## config.mk

```make
export PLATFORM = sky130hd
export DESIGN_NAME = tx_line_ctl
export DESIGN_NICKNAME = d
export VERILOG_FILES = /design/src/rtl/tx_line_pkg.sv /design/src/rtl/tx_line_ctrl.sv /design/src/rtl/tx_line_data.sv /design/src/rtl/tx_line_ctl.sv
export SDC_FILE = /design/constraint.sdc
export NUM_CORES = 1
export LEC_CHECK = 0
export ABC_AREA = 1
export CELL_PAD_IN_SITES_DETAIL_PLACEMENT = 0
export CELL_PAD_IN_SITES_GLOBAL_PLACEMENT = 1
export CORE_MARGIN = 2
export CORE_UTILIZATION = 35
export DETAILED_ROUTE_END_ITERATION = 7
export GPL_TIMING_DRIVEN = 0
export PLACE_DENSITY = 0.95
export REMOVE_ABC_BUFFERS = 1
export SLEW_MARGIN = 15
export SYNTH_ARGS = -nofsm -noshare
export SYNTH_HDL_FRONTEND = slang
export SYNTH_SLANG_ARGS = --single-unit
```

## constraint.sdc

```tcl
create_clock -name clk -period 2.8 [get_ports clk]
set_input_delay 0.56 -clock clk [delete_from_list [all_inputs] [get_ports clk]]
set_output_delay 0.56 -clock clk [all_outputs]
set_load 0.005 [all_outputs]
```

## src/rtl/tx_line_pkg.sv

```systemverilog
package tx_line_pkg;

  typedef enum logic [1:0] {
    CH_DATA   = 2'd0,
    CH_FILL   = 2'd1,
    CH_CRC_LO = 2'd2,
    CH_CRC_HI = 2'd3
  } chKind_t;

  // strobes from control to datapath
  typedef struct packed {
    logic    load;   // begin a new character this cycle
    chKind_t kind;   // source of the new character
    logic    abort;  // replace check byte with fill pattern
  } txStrobe_t;

endpackage

```

## src/rtl/tx_line_ctrl.sv

```systemverilog
module tx_line_ctrl
  import tx_line_pkg::*;
#(
  parameter int DATA_W = 8,
  localparam int CNT_W = $clog2(DATA_W + 2)
) (
  input  logic             clk,
  input  logic             rstN,
  input  logic             bitTick,
  input  logic             syncMode,
  input  logic             rtsBit,
  input  logic             txEnable,
  input  logic             crcStart,
  input  logic             holdFull,
  output logic             busy,
  output logic [CNT_W-1:0] bitCnt,
  output txStrobe_t        stb,
  output logic             rtsN
);

  localparam logic [CNT_W-1:0] ASYNC_LAST = CNT_W'(DATA_W + 1);
  localparam logic [CNT_W-1:0] SYNC_LAST  = CNT_W'(DATA_W - 1);

  chKind_t kind, nextKind;
  logic crcPend, rtsHeld;
  logic [CNT_W-1:0] lastIdx;
  logic charDone, canStart, abortCrc, haveWork;

  assign lastIdx  = syncMode ? SYNC_LAST : ASYNC_LAST;
  assign charDone = busy && bitTick && (bitCnt == lastIdx);
  assign haveWork = holdFull || syncMode;
  assign canStart = (!busy || charDone) && bitTick && txEnable && haveWork;
  assign abortCrc = busy && syncMode && !txEnable &&
                    ((kind == CH_CRC_LO) || (kind == CH_CRC_HI));

  always_comb begin
    if (busy && kind == CH_CRC_LO)  nextKind = CH_CRC_HI;
    else if (holdFull)              nextKind = CH_DATA;
    else if (crcPend)               nextKind = CH_CRC_LO;
    else                            nextKind = CH_FILL;
  end

  always_ff @(posedge clk) begin
    if (!rstN) begin
      busy    <= 1'b0;
      bitCnt  <= '0;
      kind    <= CH_FILL;
      crcPend <= 1'b0;
      rtsHeld <= 1'b0;
    end else begin
      if (canStart) begin
        busy   <= 1'b1;
        bitCnt <= '0;
        kind   <= nextKind;
      end else begin
        if (charDone) busy <= 1'b0;
        if (busy && bitTick) bitCnt <= bitCnt + 1'b1;
        if (abortCrc) kind <= CH_FILL;
      end
      crcPend <= (crcPend && !(canStart && nextKind == CH_CRC_LO)) ||
                 (crcStart && syncMode);
      rtsHeld <= rtsBit || (rtsHeld && (busy || holdFull));
    end
  end

  assign rtsN = syncMode ? ~rtsBit : ~rtsHeld;

  always_comb begin
    stb.load  = canStart;
    stb.kind  = nextKind;
    stb.abort = abortCrc;
  end


  rts_hold_chk: assert property (@(posedge clk) disable iff (!rstN)
    (rtsHeld && (busy || holdFull)) |=> rtsHeld);


  finish_char_chk: assert property (@(posedge clk) disable iff (!rstN)
    (busy && !txEnable && !bitTick) |=> busy);


  crc_abort_chk: assert property (@(posedge clk) disable iff (!rstN)
    (busy && syncMode && !txEnable && kind == CH_CRC_LO) |=> (kind == CH_FILL));


  cnt_range_chk: assert property (@(posedge clk) disable iff (!rstN)
    busy |-> (bitCnt <= lastIdx));

endmodule

```

## src/rtl/tx_line_data.sv

```systemverilog
module tx_line_data
  import tx_line_pkg::*;
#(
  parameter int DATA_W = 8,
  localparam int CNT_W = $clog2(DATA_W + 2),
  localparam int IDX_W = $clog2(DATA_W)
) (
  input  logic              clk,
  input  logic              rstN,
  input  logic              syncMode,
  input  logic              sendBreak,
  input  logic              holdLoad,
  input  logic [DATA_W-1:0] holdData,
  input  logic [DATA_W-1:0] fillChar,
  input  logic [2*DATA_W-1:0] crcValue,
  input  txStrobe_t         stb,
  input  logic              busy,
  input  logic [CNT_W-1:0]  bitCnt,
  output logic              holdFull,
  output logic              txd
);

  localparam logic [CNT_W-1:0] ASYNC_LAST = CNT_W'(DATA_W + 1);

  logic [DATA_W-1:0] holdByte, curByte, srcByte;
  logic [IDX_W-1:0]  idx;
  logic consume, dataBit, lineBit;

  assign consume = stb.load && (stb.kind == CH_DATA);

  always_comb begin
    unique case (stb.kind)
      CH_DATA:   srcByte = holdByte;
      CH_CRC_LO: srcByte = crcValue[DATA_W-1:0];
      CH_CRC_HI: srcByte = crcValue[2*DATA_W-1:DATA_W];
      default:   srcByte = fillChar;
    endcase
  end

  always_ff @(posedge clk) begin
    if (!rstN) begin
      holdFull <= 1'b0;
      holdByte <= '0;
      curByte  <= '1;
    end else begin
      if (consume) holdFull <= 1'b0;
      else if (holdLoad && !holdFull) begin
        holdFull <= 1'b1;
        holdByte <= holdData;
      end
      if (stb.load)       curByte <= srcByte;
      else if (stb.abort) curByte <= fillChar;
    end
  end

  assign idx     = syncMode ? bitCnt[IDX_W-1:0] : IDX_W'(bitCnt - 1'b1);
  assign dataBit = curByte[idx];

  always_comb begin
    if (syncMode)                  lineBit = dataBit;
    else if (bitCnt == '0)         lineBit = 1'b0;
    else if (bitCnt == ASYNC_LAST) lineBit = 1'b1;
    else                           lineBit = dataBit;
  end

  assign txd = sendBreak ? 1'b0 : (busy ? lineBit : 1'b1);


  hold_keep_chk: assert property (@(posedge clk) disable iff (!rstN)
    (holdFull && holdLoad && !consume) |=> (holdFull && $stable(holdByte)));

endmodule

```

## src/rtl/tx_line_ctl.sv

```systemverilog
module tx_line_ctl
  import tx_line_pkg::*;
#(
  parameter int DATA_W = 8,
  localparam int CNT_W = $clog2(DATA_W + 2)
) (
  input  logic                clk,
  input  logic                rstN,
  input  logic                bitTick,
  input  logic                syncMode,
  input  logic                rtsBit,
  input  logic                txEnable,
  input  logic                sendBreak,
  input  logic                crcStart,
  input  logic                holdLoad,
  input  logic [DATA_W-1:0]   holdData,
  input  logic [DATA_W-1:0]   fillChar,
  input  logic [2*DATA_W-1:0] crcValue,
  output logic                holdEmpty,
  output logic                txd,
  output logic                rtsN
);

  txStrobe_t        stb;
  logic             busy, holdFull;
  logic [CNT_W-1:0] bitCnt;

  tx_line_ctrl #(.DATA_W(DATA_W)) u_ctrl (
    .clk(clk), .rstN(rstN), .bitTick(bitTick), .syncMode(syncMode),
    .rtsBit(rtsBit), .txEnable(txEnable), .crcStart(crcStart),
    .holdFull(holdFull), .busy(busy), .bitCnt(bitCnt), .stb(stb), .rtsN(rtsN)
  );

  tx_line_data #(.DATA_W(DATA_W)) u_data (
    .clk(clk), .rstN(rstN), .syncMode(syncMode), .sendBreak(sendBreak),
    .holdLoad(holdLoad), .holdData(holdData), .fillChar(fillChar),
    .crcValue(crcValue), .stb(stb), .busy(busy), .bitCnt(bitCnt),
    .holdFull(holdFull), .txd(txd)
  );

  assign holdEmpty = ~holdFull;

endmodule

```

# After elaboration in Yosys (flattened, before gate mapping)
# Cells that the tools add are included.
classes:
  addsub: 2
  n_mul: 0
  div: 0
  order_cmp: 1
  eq_ne: 6
  shift: 0
  muxes: 20
  n_bitwise: 5
  n_reduce_logical: 32
op_table:
  columns: ["op", "n"]
  rows:
  - ["8-bit one-hot mux with 3 select lines", 1]
  - ["8-bit 2-to-1 mux", 2]
  - ["1-bit logical AND", 15]
  - ["2-bit 2-to-1 mux", 5]
  - ["1-bit 2-to-1 mux", 9]
  - ["2-bit == test (second input constant)", 4]
  - ["1-bit logical OR", 6]
  - ["1-bit NOT", 5]
  - ["4-bit by 1-bit adder with 4-bit output (second input constant)", 1]
  - ["4-bit == test", 1]
  - ["4-bit == test (second input constant)", 1]
  - ["1-bit logical NOT", 4]
  - ["4-bit logical NOT", 1]
  - ["3-bit by 4-bit less-than comparator with 1-bit output (second input constant)", 1]
  - ["4-bit 2-to-1 mux", 1]
  - ["2-bit nonzero test", 2]
  - ["2-bit OR reduction", 2]
  - ["1-bit binary-select mux with 3-bit select", 1]
  - ["3-bit 2-to-1 mux", 1]
  - ["3-bit by 1-bit subtractor with 3-bit output (second input constant)", 1]
  - ["2-bit logical NOT", 1]
  - ["2-bit AND reduction", 1]
totals:
  reg_bits: 26
  latchBits: 0
  ram_bits: 0
  rom_bits: 0
  inputBits: 41
  output_inout_bits: 3
  wordCells: 74
  memories: 0

# Depth between registers and ports, before layout
# Gate-level depths: netlist (run 1).
depth:
  word_depth: 11
  ltp_mapped: 11
  mapped_depth_nobuf: 11

# Cells and area by module
# A second synthesis (run 1) with hierarchy kept.
unflattened:
  cells_unflattened: 232
  hier_area_um2: 1560.2
modules_own_cells:
  columns: ["mod", "n_inst", "cells_per_inst", "area_each_um2", "seq_area_each_um2"]
  rows:
  - ["tx_line_data", 1, 160, 1066.0, 340.3]
  - ["tx_line_ctrl", 1, 71, 490.5, 180.2]
  - ["tx_line_ctl", 1, 1, 3.8, 0.0]

# Least setup slack after synthesis (run 1)
# Ideal clock, no wire load.
synth_path:
  kind: "input to output"
  startpoint: "input syncMode"
  endpoint: "output txd"
  arrival_time_ps: 1455
  required_time_ps: 2240
  path_slack_ps: 785
  stages: 10
  path_buffers: 1
  cell_sequence: "buf_4 inv_1 nand2_1 nand2_1 nand2_1 nand3_1 nand3_1 nand3_1 nand2_1 a21oi_1"
synth_between:
  elab_chain_len: 8
synth_lines:
  columns: ["element", "line", "rtl"]
  rows:
  - ["start, declared", "tx_line_ctl.sv:10", "input logic syncMode,"]
  - ["3-bit 2-to-1 mux", "tx_line_data.sv:56", "assign idx = syncMode ? bitCnt[IDX_W-1:0] : IDX_W'(bitCnt - 1'b1);"]
  - ["1-bit binary-select mux with 3-bit select", "tx_line_data.sv:57", "assign dataBit = curByte[idx];"]
  - ["1-bit 2-to-1 mux (implied by the code)", "tx_line_data.sv:57", null]
  - ["1-bit 2-to-1 mux", "tx_line_data.sv:62", "else if (bitCnt == ASYNC_LAST) lineBit = 1'b1;"]
  - ["1-bit 2-to-1 mux", "tx_line_data.sv:61", "else if (bitCnt == '0) lineBit = 1'b0;"]
  - ["1-bit 2-to-1 mux (*)", "tx_line_data.sv:60", "if (syncMode) lineBit = dataBit;"]
  - ["1-bit 2-to-1 mux (*) (2 in a row)", "tx_line_data.sv:66", "assign txd = sendBreak ? 1'b0 : (busy ? lineBit : 1'b1);"]
  - ["end, declared", "tx_line_ctl.sv:20", "output logic txd,"]
# Every way passes the cells marked *; elsewhere a longest branch is shown, timed or not. The select of a mux whose other input is x is not followed.

# Worst setup path after layout (run 1)
layout_path:
  startpoint: "register u_ctrl.bitCnt[1]"
  endpoint: "output txd"
layout_between:
  elab_chain_len: 9
  elab_cells_between_ends: 11
  classes_between: "add/sub (1); eq/ne (1); mux (8); reduce/logical (1)"
layout_lines:
  columns: ["element", "line", "rtl"]
  rows:
  - ["start, declared", "tx_line_ctrl.sv:16", "output logic [CNT_W-1:0] bitCnt,"]
  - ["start signal, assigned", "tx_line_ctrl.sv:57", "if (busy && bitTick) bitCnt <= bitCnt + 1'b1;"]
  - ["3-bit by 1-bit subtractor with 3-bit output", "tx_line_data.sv:56", null]
  - ["3-bit 2-to-1 mux", "tx_line_data.sv:56", null]
  - ["1-bit binary-select mux with 3-bit select", "tx_line_data.sv:57", null]
  - ["1-bit 2-to-1 mux (implied by the code)", "tx_line_data.sv:57", null]
  - ["1-bit 2-to-1 mux", "tx_line_data.sv:62", null]
  - ["1-bit 2-to-1 mux", "tx_line_data.sv:61", null]
  - ["1-bit 2-to-1 mux (*)", "tx_line_data.sv:60", null]
  - ["1-bit 2-to-1 mux (*) (2 in a row)", "tx_line_data.sv:66", null]
# Marks and branches as above.

==> reports/qor.csv, run 1 <==
stage,metric,value,unit
timing,RSZ-0062 raised after global routing,no,
setup_path,CP top delay family,buffers and inverters,
timing,fin worst setup slack,0.153,ns
pwr,Worst IR Drop VDD,0.000219,V
timing,Final Slew Violations,0,
timing,Final min period,2.65,ns
timing,Worst-Margin Slew,0.898,ns
run_status,status,"complete, no violations",
cts,clk buf depth,2,
timing,final hold violations,0,
pwr,Total Power,0.912,mW
pwr,PwrDens,425,nW/um2
die,core area,4410,um2
pwr,Clk pwr share,34.0,%
placed_design,DP HPWL,2900,um
pwr,Flop pwr share,45.1,%
route,Antenna Nets Post-Route,0,
pwr,Gate power share,20.9,%
yosys,"top cells by area, synth","dfxtp_1 32%, nand3_1 17%, nand2_1 13%, inv_1 7.2%, nor2_1 6.0%",
route,Initial DRC Count,42,
placed_design,Placer Congestion,0.765,
route,drc violations,0,
setup_path,critical path launch point type,flop,
grt,largest net degree at the start of global routing,30,
yosys,Synth Register Bits,26,
run,Max Cap Viol,0,
route,1st-pass router iterations,4,
grt,"Remaining Overflow, GRT",0,
die,Initial Utilization,36.6,%
placed_design,dpl ws,-0.390,ns
yosys,Synth Area per Inst,6.34,um2
yosys,Cell variety after synth,23,
yosys,Synth area leader,dfxtp_1,
cts,CTS buffer count,3,
pwr,P_sw,0.228,mW
pwr,sw frac,25.0,%
yosys,"Seq/Total Area, Yosys",32.2,%
grt,antenna violations before repair,0,
placed_design,count of input and output buffers,43,
yosys,Synth Instances,255,
layout,Area Growth Syn to Fin,32.7,%
route,Routed WL,3650,um
setup_path,CP bufs+invs,3,
layout,ANT cells,0,
timing,Max transition margin,39.9,%
yosys,Post-Syn Area,1620,um2
layout,layout cell share with drive strength beyond 1,6.46,%
timing,period utilization,94.5,%
timing,endpoints failing setup,0,
layout,Final Util,48.6,%
setup_path,critical-path maximum fanout,5,
die,die width,72.0,um
pwr,LEAKAGE,0.978,nW
cts,"Clk pin slew, worst setup/hold paths",0.10,ns
setup_path,CP max stage delay,0.50,ns
min_path,Worst Hold Class,flop to flop,
placed_design,placed insts,340,
setup_path,"Arr. time, crit path",2.09,ns
pwr,Int Power,0.684,mW
route,detailed-route via count,1688,
setup_path,CP Cell Sequence,"inv_1, ha_1, inv_1, nor2_1, nand2_1, nand2_1, nand3_1, nand3_1, nand3_1, nand2_1, a21oi_1, clkdlybuf4s50_1",
die,row cnt,24,
cts,"Clk Latency, worst-skew pair",0.27,ns
setup_path,WS Path Type,flop to primary output,
die,die height,72.0,um
cts,CTS tree,built,
layout,Final Cell Area,2150,um2
cts,htree depth,1,
layout,post-layout net count,339,
grt,vias in the first global route,1544,
timing,maximum clock frequency,378,MHz
cts,clk root buf,clkbuf_8,
layout,most frequent cells in the layout,"56 x nand3_1, 54 x nand2_1, 42 x clkdlybuf4s50_1, 29 x inv_1, 26 x nor2_1",
setup_path,Worst EP required,2.24,ns
route,post-DR vias/cell,4.88,
timing,Final TNS setup,0,ns
yosys,Ys Warns,0,
grt,first-pass GRT wire length,6490,um
cts,# clock sinks,26,
route,routed len/inst,10.6,um
grt,GRT Total Usage,14.8,%
layout,"commonest non-fill, non-tap cell in the layout",nand3_1,
layout,final cell count without fillers,346,
timing,Setup Skew,0.00793,ns
setup_path,CP Capture Type,primary output,
die,IO Count,44,
timing,final hold slack,0.479,ns
die,die area,5180,um2
yosys,Yosys top cell area share,32.2,%
placed_design,Post-DP Area,2050,um2
setup_path,Slowest cell on crit path,clkdlybuf4s50_1,
-- repair_timing --
| item | 4_1_cts | 5_1_grt |
|---|---|---|
| endpoints found under the setup margin | 1 | 1 |
| gates resized for setup | 6 | 7 |
| hold buffers | 0 | 0 |
| pin swaps | 0 | 0 |
| buffers inserted | 2 | 0 |
-- kinds of logic (layout without fill, tap and decap cells) --
| group | Yosys count | after routing | share of synthesized area [%] |
|---|---|---|---|
| fa+ha+maj | 3 | 3 | 2.32 |
| compound gates | 31 | 31 | 10.4 |
| flops | 26 | 26 | 32.2 |
| xor+xnor | 2 | 2 | 1.08 |
| simple gates | 150 | 150 | 42.6 |
| buf+inv | 43 | 82 | 11.5 |
-- layout make-up --
cell class                      count  area, um2
Tap cell                           52       65.1
Fill cell                         459       2270
Inverter                           33        129
Clock buffer                        3       41.3
Sequential cell                    26        526
Multi-Input combinational cell    186        915
Clock inverter                      1       30.0
Timing Repair Buffer               45        440
-- cell usage after synthesis (all sizes together) --
master,number
inv,32
nand3b,6
nand4,1
a21oi,8
o21ai,18
nand3,57
buf,7
nand2,58
ha,3
dfxtp,26
nor3,1
clkbuf,3
xor2,2
nor2,27
clkinv,1
o211ai,5
-- layer usage --
metal / track usage [%] / routed length (um) / up-vias
met5: 0 / 0 / -
met4: 1.89 / 15 / 0
met3: 2.50 / 150 / 2
met2: 26.4 / 1760 / 35
met1: 19.2 / 1720 / 742
li1: - / - / 909
-- registers in the layout, summed over array words and instances, names as in the netlist --
| register | flops |
|---|---|
| u_data.curByte | 8 |
| u_ctrl.kind | 2 |
| u_ctrl.busy | 1 |
| u_ctrl.rtsHeld | 1 |
| u_data.holdFull | 1 |
| u_ctrl.bitCnt | 4 |
| u_ctrl.crcPend | 1 |
| u_data.holdByte | 8 |
-- power groups by stage --
| stage | clock (mW) | combinational [mW] | sequential (mW) |
|---|---|---|---|
| after floorplan | 0 | 0.101 | 0.415 |
| after global placement | 0 | 0.188 | 0.420 |
| after detailed placement | 0 | 0.189 | 0.420 |
| after CTS | 0.317 | 0.192 | 0.412 |
| after global routing | 0.331 | 0.218 | 0.415 |
| final | 0.310 | 0.191 | 0.411 |
-- worst min-delay path: stages, from the launching register on --
cell and delay [ns]:
dfxtp_1 0.32, o21ai_0 0.07, a21oi_1 0.06
-- path summary, 6_finish.rpt --
path / slack [ns] / from / end / cells past startpoint
setup / recovery: 0.15 / u_ctrl.bitCnt[1] / txd / 12
setup reg to reg: 0.47 / u_ctrl.busy / u_data.curByte[1] / 7
hold / removal: 0.48 / u_ctrl.rtsHeld / u_ctrl.rtsHeld / 2
hold reg to reg: 0.48 / u_ctrl.rtsHeld / u_ctrl.rtsHeld / 2
No activity file was read; power rests on OpenSTA's default activity.
==> run 2, diff against run 1 <==
--- a/config.mk
+++ b/config.mk
@@ -5,14 +5,16 @@
 export SDC_FILE = /design/constraint.sdc
 export NUM_CORES = 1
 export LEC_CHECK = 0
-export ABC_AREA = 1
+export ABC_AREA = 0
 export CELL_PAD_IN_SITES_DETAIL_PLACEMENT = 0
 export CELL_PAD_IN_SITES_GLOBAL_PLACEMENT = 1
 export CORE_MARGIN = 2
-export CORE_UTILIZATION = 35
+export CORE_UTILIZATION = 47
 export DETAILED_ROUTE_END_ITERATION = 7
+export DONT_BUFFER_PORTS = 1
 export GPL_TIMING_DRIVEN = 0
-export PLACE_DENSITY = 0.95
+export PLACE_DENSITY = 0.92
+export RECOVER_POWER = 25
 export REMOVE_ABC_BUFFERS = 1
 export SLEW_MARGIN = 15
 export SYNTH_ARGS = -nofsm -noshare
==> reports/qor.csv, run 2 <==
stage,metric,value,unit,change
die,Initial Utilization,50.1,%,+14 points
grt,first-pass GRT wire length,5610,um,-14%
timing,endpoints failing setup,0,,unchanged
route,Routed WL,3460,um,-5.3%
placed_design,Post-DP Area,1530,um2,-25%
pwr,PwrDens,406,nW/um2,-4.5%
yosys,Yosys top cell area share,33.7,%,+1.5 points
pwr,LEAKAGE,0.599,nW,-39%
placed_design,DP HPWL,2600,um,-10%
layout,ANT cells,0,,unchanged
timing,Final min period,2.72,ns,+0.0682 ns
yosys,Synth area leader,dfxtp_1,,
cts,clk buf depth,2,,unchanged
timing,period utilization,97.0,%,+2.4 points
route,routed len/inst,15.4,um,+46%
timing,final hold violations,0,,unchanged
yosys,ys flop type,dfxtp_1,,
yosys,asr flop ratio synth,0,%,unchanged
grt,"Remaining Overflow, GRT",0,,unchanged
placed_design,dpl ws,-0.00983,ns,+0.380 ns
timing,fin worst setup slack,0.0849,ns,-0.0682 ns
cts,hold buffers post-CTS,0,,unchanged
layout,layout cell share with drive strength beyond 1,8.84,%,+2.4 points
cts,"Clk pin slew, worst setup/hold paths",0.13,ns,+0.03 ns
grt,GR Util met2,34.3,%,+7.9 points
layout,Area Growth Syn to Fin,4.38,%,
layout,post-layout net count,227,,-33%
placed_design,count of input and output buffers,0,,-100%
grt,GRT Max-Usage Layer,met2,,
timing,Setup Skew,0.00504,ns,-0.00290 ns
yosys,Synth Area per Inst,8.21,um2,+29%
die,row cnt,20,,-17%
cts,# clock sinks,26,,unchanged
yosys,"Seq/Total Area, Yosys",33.7,%,+1.5 points
run,Max Cap Viol,0,,unchanged
timing,Final Slew Violations,0,,unchanged
timing,maximum clock frequency,368,MHz,-2.5%
cts,CTS buffer count,3,,unchanged
yosys,Post-synth EDFFs,0,,unchanged
cts,htree depth,1,,unchanged
yosys,synth cell count leaders,"34 x nand2_1, 26 x dfxtp_1, 17 x nor2_1, 13 x inv_1, 10 x a21boi_0",,
yosys,Synth Instances,188,,-26%
die,die area,3760,um2,-27%
grt,M3 GR Usage,4.83,%,+2.3 points
yosys,Synth Register Bits,26,,unchanged
setup_path,Worst Reg2Reg Path Length in Cells,5,,-2
min_path,Hold Path Depth,1,,-1
layout,Final Cell Area,1610,um2,-25%
grt,GRT Total Usage,19.9,%,+5.1 points
route,Initial DRC Count,59,,+40%
grt,vias in the first global route,1278,,-17%
setup_path,critical path launch point type,flop,,
route,post-DR vias/cell,5.88,,+20%
route,Antenna Nets Post-Route,0,,unchanged
layout,biggest regs,"u_data.curByte (8), u_data.holdByte (8), u_ctrl.bitCnt (4)",,
grt,largest net degree at the start of global routing,26,,-13%
setup_path,"Arr. time, crit path",2.16,ns,+0.07 ns
yosys,most instantiated library cell after synthesis,nand2_1,,
grt,grt met1 use,24.1,%,+4.9 points
timing,Worst-Margin Slew,0.604,ns,-0.294 ns
die,die width,61.3,um,-15%
cts,"Clk Latency, worst-skew pair",0.32,ns,+0.05 ns
setup_path,Worst EP required,2.24,ns,about the same
setup_path,critical-path maximum fanout,10,,+5
run_status,status,"complete, no violations",,
route,drc violations,0,,unchanged
yosys,"top cells by area, synth","dfxtp_1 34%, nand2_1 8.3%, a221oi_1 5.1%, a21boi_0 4.9%, o2111ai_1 4.5%",,
die,core area,3080,um2,-30%
yosys,Cell variety after synth,39,,+70%
min_path,Worst Hold Class,input pin to flop,,
timing,Max transition margin,59.7,%,+20 points
pwr,Total Power,0.654,mW,-28%
cts,CTS tree,built,,
yosys,Ys Warns,0,,unchanged
pwr,Worst IR Drop VDD,0.000224,V,+2.1%
placed_design,Placer Congestion,0.762,,-0.34%
route,detailed-route via count,1322,,-22%
route,1st-pass router iterations,4,,unchanged
die,IO Count,44,,unchanged
die,die height,61.3,um,-15%
cts,clk root buf,clkbuf_4,,
yosys,Post-Syn Area,1540,um2,-4.6%
setup_path,WS Path Type,flop to primary output,,
layout,most frequent cells in the layout,"34 x nand2_1, 24 x dfxtp_1, 17 x nor2_1, 13 x inv_1, 10 x a21boi_0",,
layout,"commonest non-fill, non-tap cell in the layout",nand2_1,,
setup_path,CP Capture Type,primary output,,
grt,antenna violations before repair,0,,unchanged
-- run 2: changes by cell type in the layout (fill, tap and decap cells not counted), sizes merged, moves of 6 or more --
cell / previous run / this run
a221oi: 0 / 9
a21boi: 0 / 10
a21oi: 8 / 2
nor2: 27 / 17
o21ai: 18 / 5
nand2: 58 / 34
inv: 32 / 13
clkdlybuf4s50: 42 / 0
nand3b: 6 / 0
nand3: 57 / 7
o2111ai: 0 / 8
mux2i: 0 / 6
or3: 0 / 8
-- run 2: area by class of cell --
cell class                      count  area [um2]
Tap cell                           44        55.1
Clock buffer                        3        22.5
Sequential cell                    26         528
Fill cell                         328        1470
Multi-Input combinational cell    137         941
Timing Repair Buffer                2        15.0
Inverter                           13        48.8
-- run 2: kinds of logic (layout without fill, tap and decap cells) --
logic type	Yosys count	count (layout)	share of synthesized area, %
AOI/OAI and AO/OA	44	44	23.4
DFF	26	26	33.7
muxes	8	8	7.06
xor gates and xnor gates	3	3	1.70
adders and majority gates	3	3	2.43
and+or+nand+nor	79	79	24.3
buffers and inverters	25	18	7.38
-- run 2: report_power, final --
group / switching, mW / internal [mW] / total [mW]
registers: 0.0221 / 0.389 / 0.412
logic: 0.0468 / 0.0410 / 0.0878
clock network: 0.104 / 0.0505 / 0.154
-- run 2: timing repair --
| action | CTS | global route |
|---|---|---|
| resized for setup | 7 | 3 |
| endpoints found under the hold margin | 0 | 0 |
| pin swaps | 0 | 0 |
| buffers inserted | 0 | 2 |
| setup endpoints to repair | 1 | 1 |
-- run 2: layer usage --
metal / part of all wire, % / vias to the layer above
met5: 0 / -
met4: 1.2 / 0
met3: 5.8 / 5
met2: 49 / 31
met1: 44 / 627
li1: - / 659
-- run 2: final timing paths --
path | from | to | slack, ns
setup / recovery | u_ctrl.bitCnt[2] | txd | 0.08
hold / removal | rstN | u_ctrl.kind[0] | 0.30
setup reg to reg | u_data.holdFull | u_data.curByte[3] | 0.55
hold reg to reg | u_data.holdByte[4] | u_data.holdByte[4] | 0.48
-- run 2: metrics by stage --
stage | setup TNS, ns | instances | util, % | hold slack (ns)
2_1_floorplan | 0 | 176 | - | 0.443
3_3_place_gp | 0 | 220 | 49.8 | 0.453
3_5_place_dp | -0.00983 | 220 | 49.8 | 0.455
4_1_cts | 0 | 223 | 51.2 | 0.298
5_1_grt | -0.00102 | 225 | 52.3 | 0.279
6_report | 0 | 225 | 52.3 | 0.300
-- run 2: worst max-delay path, cell delays in order (launching register included) --
cell and delay (ns):
dfxtp_1 0.71, xor2_4 0.26, mux4_2 0.54, o21ai_1 0.21
a211oi_2 0.11
